<file path="src/rtl/rcc_pkg.sv">
package rcc_pkg;
  localparam int NSRC   = 6;
  localparam int FLAG_W = 8;

  // Bit positions shared by the request vector and the flag byte
  localparam int IDX_EXT = 0;
  localparam int IDX_SW  = 1;
  localparam int IDX_WDT = 2;
  localparam int IDX_BOD = 3;
  localparam int IDX_POR = 4;
  localparam int IDX_BRK = 5;

  // Flag image loaded on a power-on event
  function automatic logic [FLAG_W-1:0] por_image();
    logic [FLAG_W-1:0] v;
    v = '0;
    v[IDX_POR] = 1'b1;
    v[IDX_BOD] = 1'b1;
    return v;
  endfunction
endpackage

</file>
<file path="src/rtl/rcc_req_qualify.sv">
module rcc_req_qualify
  import rcc_pkg::*;
#(
  parameter int NS = NSRC
) (
  input  logic          clk,
  input  logic          rst_n,
  input  logic [NS-1:0] src_req,
  input  logic          ext_cfg_en,
  input  logic          sys_rst,
  output logic [NS-1:0] acc_req
);
  logic phase_q;
  logic phase_d;
  logic phase_en;
  logic ext_ok;

  // Power-up window: opened by power-on, held while its reset is asserted
  always_comb begin
    phase_d  = src_req[IDX_POR] | (phase_q & sys_rst);
    phase_en = src_req[IDX_POR] | phase_q;
  end

  always_ff @(posedge clk or negedge rst_n) begin
    if (!rst_n) begin
      phase_q <= 1'b0;
    end else if (phase_en) begin
      phase_q <= phase_d;
    end
  end

  assign ext_ok = ext_cfg_en | src_req[IDX_POR] | (phase_q & sys_rst);

  for (genvar g = 0; g < NS; g++) begin : g_q
    if (g == IDX_EXT) begin : g_ext
      assign acc_req[g] = src_req[g] & ext_ok;
    end else begin : g_pass
      assign acc_req[g] = src_req[g];
    end
  end
endmodule

</file>
<file path="src/rtl/rcc_stretch.sv">
module rcc_stretch #(
  parameter int STRETCH = 16
) (
  input  logic clk,
  input  logic rst_n,
  input  logic trig,
  output logic rst_o
);
  localparam int CW = $clog2(STRETCH + 1);

  logic [CW-1:0] cnt_q;
  logic [CW-1:0] cnt_d;
  logic          cnt_en;
  logic          busy;

  assign busy = (cnt_q != '0);

  always_comb begin
    cnt_en = trig | busy;
    if (trig) begin
      cnt_d = CW'(STRETCH);
    end else begin
      cnt_d = cnt_q - 1'b1;
    end
  end

  always_ff @(posedge clk or negedge rst_n) begin
    if (!rst_n) begin
      cnt_q <= '0;
    end else if (cnt_en) begin
      cnt_q <= cnt_d;
    end
  end

  assign rst_o = busy;
endmodule

</file>
<file path="src/rtl/rcc_flag_reg.sv">
module rcc_flag_reg
  import rcc_pkg::*;
#(
  parameter int FW = FLAG_W,
  parameter int NS = NSRC
) (
  input  logic          clk,
  input  logic          rst_n,
  input  logic [NS-1:0] acc_req,
  input  logic          wr_en,
  input  logic [FW-1:0] wr_data,
  output logic [FW-1:0] flags
);
  localparam logic [FW-1:0] POR_IMG = por_image();

  logic por_ev;
  assign por_ev = acc_req[IDX_POR];

  for (genvar i = 0; i < FW; i++) begin : g_bit
    if (i < NS) begin : g_live
      logic q;
      logic d;
      logic en;
      logic clr;

      assign clr = wr_en & ~wr_data[i];

      always_comb begin
        en = por_ev | acc_req[i] | clr;
        if (por_ev) begin
          d = POR_IMG[i];
        end else if (acc_req[i]) begin
          d = 1'b1;
        end else begin
          d = 1'b0;
        end
      end

      always_ff @(posedge clk or negedge rst_n) begin
        if (!rst_n) begin
          q <= 1'b0;
        end else if (en) begin
          q <= d;
        end
      end

      assign flags[i] = q;
    end else begin : g_rsvd
      assign flags[i] = 1'b0;
    end
  end
endmodule

</file>
<file path="src/rtl/reset_cause_capture.sv">
module reset_cause_capture
  import rcc_pkg::*;
#(
  parameter int STRETCH = 16
) (
  input  logic              clk,
  input  logic              rst_n,
  input  logic [NSRC-1:0]   src_req,
  input  logic              ext_cfg_en,
  input  logic              wr_en,
  input  logic [FLAG_W-1:0] wr_data,
  output logic [FLAG_W-1:0] flags_o,
  output logic              sys_rst_o
);
  logic [NSRC-1:0] acc_req;
  logic            any_acc;
  logic            rst_int;

  rcc_req_qualify #(.NS(NSRC)) u_qual (
    .clk        (clk),
    .rst_n      (rst_n),
    .src_req    (src_req),
    .ext_cfg_en (ext_cfg_en),
    .sys_rst    (rst_int),
    .acc_req    (acc_req)
  );

  assign any_acc = |acc_req;

  rcc_stretch #(.STRETCH(STRETCH)) u_str (
    .clk   (clk),
    .rst_n (rst_n),
    .trig  (any_acc),
    .rst_o (rst_int)
  );

  rcc_flag_reg #(.FW(FLAG_W), .NS(NSRC)) u_flags (
    .clk     (clk),
    .rst_n   (rst_n),
    .acc_req (acc_req),
    .wr_en   (wr_en),
    .wr_data (wr_data),
    .flags   (flags_o)
  );

  assign sys_rst_o = rst_int;
endmodule

</file>
<file path="config.mk">
export PLATFORM = sky130hd
export DESIGN_NAME = reset_cause_capture
export DESIGN_NICKNAME = d
export VERILOG_FILES = /design/src/rtl/rcc_pkg.sv /design/src/rtl/rcc_req_qualify.sv /design/src/rtl/rcc_stretch.sv /design/src/rtl/rcc_flag_reg.sv /design/src/rtl/reset_cause_capture.sv
export SDC_FILE = /design/constraint.sdc
export NUM_CORES = 1
export LEC_CHECK = 0
export BUFFER_PORTS_ARGS = -buffer_cell sky130_fd_sc_hd__buf_2
export CAP_MARGIN = 40
export CORE_UTILIZATION = 38
export CTS_CLUSTER_SIZE = 40
export DETAILED_ROUTE_END_ITERATION = 8
export GPL_ROUTABILITY_DRIVEN = 0
export PLACE_DENSITY = 0.74
export SLEW_MARGIN = 0
export SYNTH_ARGS = -nofsm -noshare
export SYNTH_HDL_FRONTEND = slang
export SYNTH_SLANG_ARGS = --single-unit
export TNS_END_PERCENT = 20
</file>
<file path="constraint.sdc">
create_clock -name clk -period 2.1 [get_ports clk]
set_input_delay 0.315 -clock clk [delete_from_list [all_inputs] [get_ports clk]]
set_output_delay 0.315 -clock clk [all_outputs]
set_load 0.005 [all_outputs]
</file>
==> flow_summary.toml <==
[synth]
ys_warn_count = 0
syn_area_sq_um = 638
netlist_instances = 64
synth-seq-cells = 12
synthDistinctLibCells = 25
ys_seq_area_share_pct = 47.1
avgSynthCellArea_sq_um = 9.97

[cells_and_area]
fin_area_sq_um = 747
layout.nets = 103
syn2layout_area_growth_pct = 17.1
diodes = 0
drive_gt1_share_pct = 36.1
fin_cells = 99
post-route-util_pct = 48.5

[placement]
hpwl_um = 933
port_buffers = 22
placed_area_sq_um = 701
dpl.cell_count = 94

[die]
die_height_um = 43.0
die-area_sq_mm = 0.00185
row_count = 14
die_x_um = 43.0
start_util_pct = 41.4
num_io_pins = 27
coreArea_sq_mm = 0.00154

[cts]
clk_path_buf_depth = 2
cts_buffers = 3
cts_sinks = 12
worstSkewPairLatency_ns = 0.28
h-tree-depth = 1
root_buffer = "clkbuf_4"
clkTransAtPathRegs_ns = 0.08
cts_tree = "yes"

[timing]
final-setup-viol-count = 0
fin_crit_sh_pct = 93.6
grt_setup_unrepaired = "false"
period_needed_ns = 1.97
maxSlewViolCount = 0
finalHoldViolations = 0
clock.fmax_mhz = 509
setup_tns_ns = 0
skew_ns = 0.00330

[worst_setup_path]
cp.arrival_ns = 1.65
crit_fanout = 7
worstSetupPathType = "reg -> out"
cp-start-kind = "flip-flop"
r2r_start = "u_str.cnt_q[0]"
end_kind = "primary output"
crit_required_ns = 1.78
rr_endpoint = "u_str.cnt_q[1]"
reg2reg_slack_ns = 0.21
r2r_cells = 5

[drt]
vias_per_cell = 5.11
first_iter_violations = 9
drtPass1Iterations = 4
drc = 0
drtAntennaViolNets = 0
wire_per_inst_um = 12.5
routed-via-count = 506
wirelength_um = 1240

[global_route]
antenna_found_initial = 0
track_usage_pct = 14.8
grt_max_degree = 13
grt_use_met2_pct = 23.0
grt_overflow = 0
grt.busiest_layer = "met2"
met1_usage_pct = 18.0
first_global_vias = 439
groute.layer.met3.usage_pct = 4.26
grt_pass1_wl_um = 1960

[job]
cap_violations = 0

[power]
total_power_mw = 0.492
peakVddDrop_v = 0.000309
power_density_mw_per_mm2 = 658
p_leak_nw = 0.355

[status]
status = "finished, final reports clean"

[worst_hold_path]
hold_class = "in -> reg"
min_to = "u_flags.g_bit[3].g_live.q"
min_path_cells = 3
min_from = "src_req[3]"
[area by class of cell]
class | instances | area (sq um)
Clock buffer | 4 | 36.3
Fill cell | 151 | 795
Inverter | 7 | 26.3
Multi-Input combinational cell | 37 | 244
Sequential cell | 12 | 300
Tap cell | 16 | 20.0
Timing Repair Buffer | 23 | 120
[placed cells by master, fill, tap and decap left out, drive strengths merged, types with 2 or more instances in the layout]
| cell type | netlist | final |
|---|---|---|
| nand2 | 2 | 2 |
| o21ai | 7 | 7 |
| a21oi | 4 | 4 |
| conb | 1 | 2 |
| dfrtp | 12 | 12 |
| clkbuf | 0 | 4 |
| nand2b | 3 | 3 |
| a211oi | 2 | 2 |
| nor2 | 2 | 2 |
| inv | 7 | 7 |
| buf | 9 | 22 |
| nor3 | 2 | 2 |
[worst max-delay path: stages, from the launching register on]
cell and delay (ns):
dfrtp_1 0.41, inv_1 0.07, ha_1 0.19, or4b_4 0.53, buf_2 0.16
[how the worst max path moves through the flow]
stage / start / end / cells past startpoint
floorplan: u_str.cnt_q[0] / u_str.cnt_q[4] / 6
detailed placement: u_str.cnt_q[0] / u_str.cnt_q[1] / 5
global route: u_str.cnt_q[0] / sys_rst_o / 4
finish: u_str.cnt_q[0] / sys_rst_o / 4
global placement: u_str.cnt_q[0] / u_str.cnt_q[1] / 5
CTS: u_str.cnt_q[0] / sys_rst_o / 4
[through the flow]
| stage | setup slack (ns) | hold slack, ns |
|---|---|---|
| after global routing | 0.0682 | 0.237 |
| after global placement | 0.273 | 0.198 |
| final | 0.134 | 0.238 |
| after detailed placement | 0.219 | 0.210 |
| after CTS | 0.137 | 0.234 |
| after floorplan | 0.274 | 0.0194 |
[cells in the mapped netlist (all sizes together)]
cell type  instances  area share (%)
nand4              1            0.98
a211o              1             1.4
a21oi              4             3.1
o21ai              7             5.5
xnor2              1             1.4
ha                 1             2.0
a2111oi            1             2.4
nand2b             3             2.9
dfrtp             12              47
and2               1            0.98
a21o               1             1.4
inv                7             4.1
or2b               1             1.2
nor2b              1            0.98
conb               1            0.59
nand3              1            0.78
nand2              2             1.2
a31oi              1            0.98
a211oi             2             2.4
nor3               2             1.6
nor2               2             1.2
or4b               1             2.2
a31o               1             2.7
buf                9              11
[what timing repair did]
action | in CTS | in global routing
hold buffers | 1 | 0
hold endpoints to repair | 12 | 0
gates resized for setup | 0 | 0
setup buffers | 0 | 0
[logic make-up after synthesis]
kind of cell / share of synthesized area (%)
AO/OA/AOI/OAI: 19.8
XOR/XNOR: 1.37
other: 0.588
buffers and inverters: 15.3
adder cells (fa/ha/maj): 1.96
AND/OR/NAND/NOR: 13.9
flip-flops: 47.1
[routing by layer]
metal  part of all wire (%)  up-vias
met5                      0        -
met4                    1.5        0
met3                    4.5        3
met2                     51       12
met1                     43      245
li1                       -      246
[sequential cells by signal, indices dropped and copies added (netlist names)]
signal,count
u_flags.g_bit.g_live.q,6
u_str.cnt_q,5
u_qual.phase_q,1
[power breakdown]
group | internal (mW) | switching, mW | total [mW]
registers | 0.239 | 0.00431 | 0.243
logic | 0.0265 | 0.0280 | 0.0546
clock network | 0.106 | 0.0879 | 0.194
total | 0.371 | 0.120 | 0.492
Note: power is estimated with default switching activity, not from simulation.
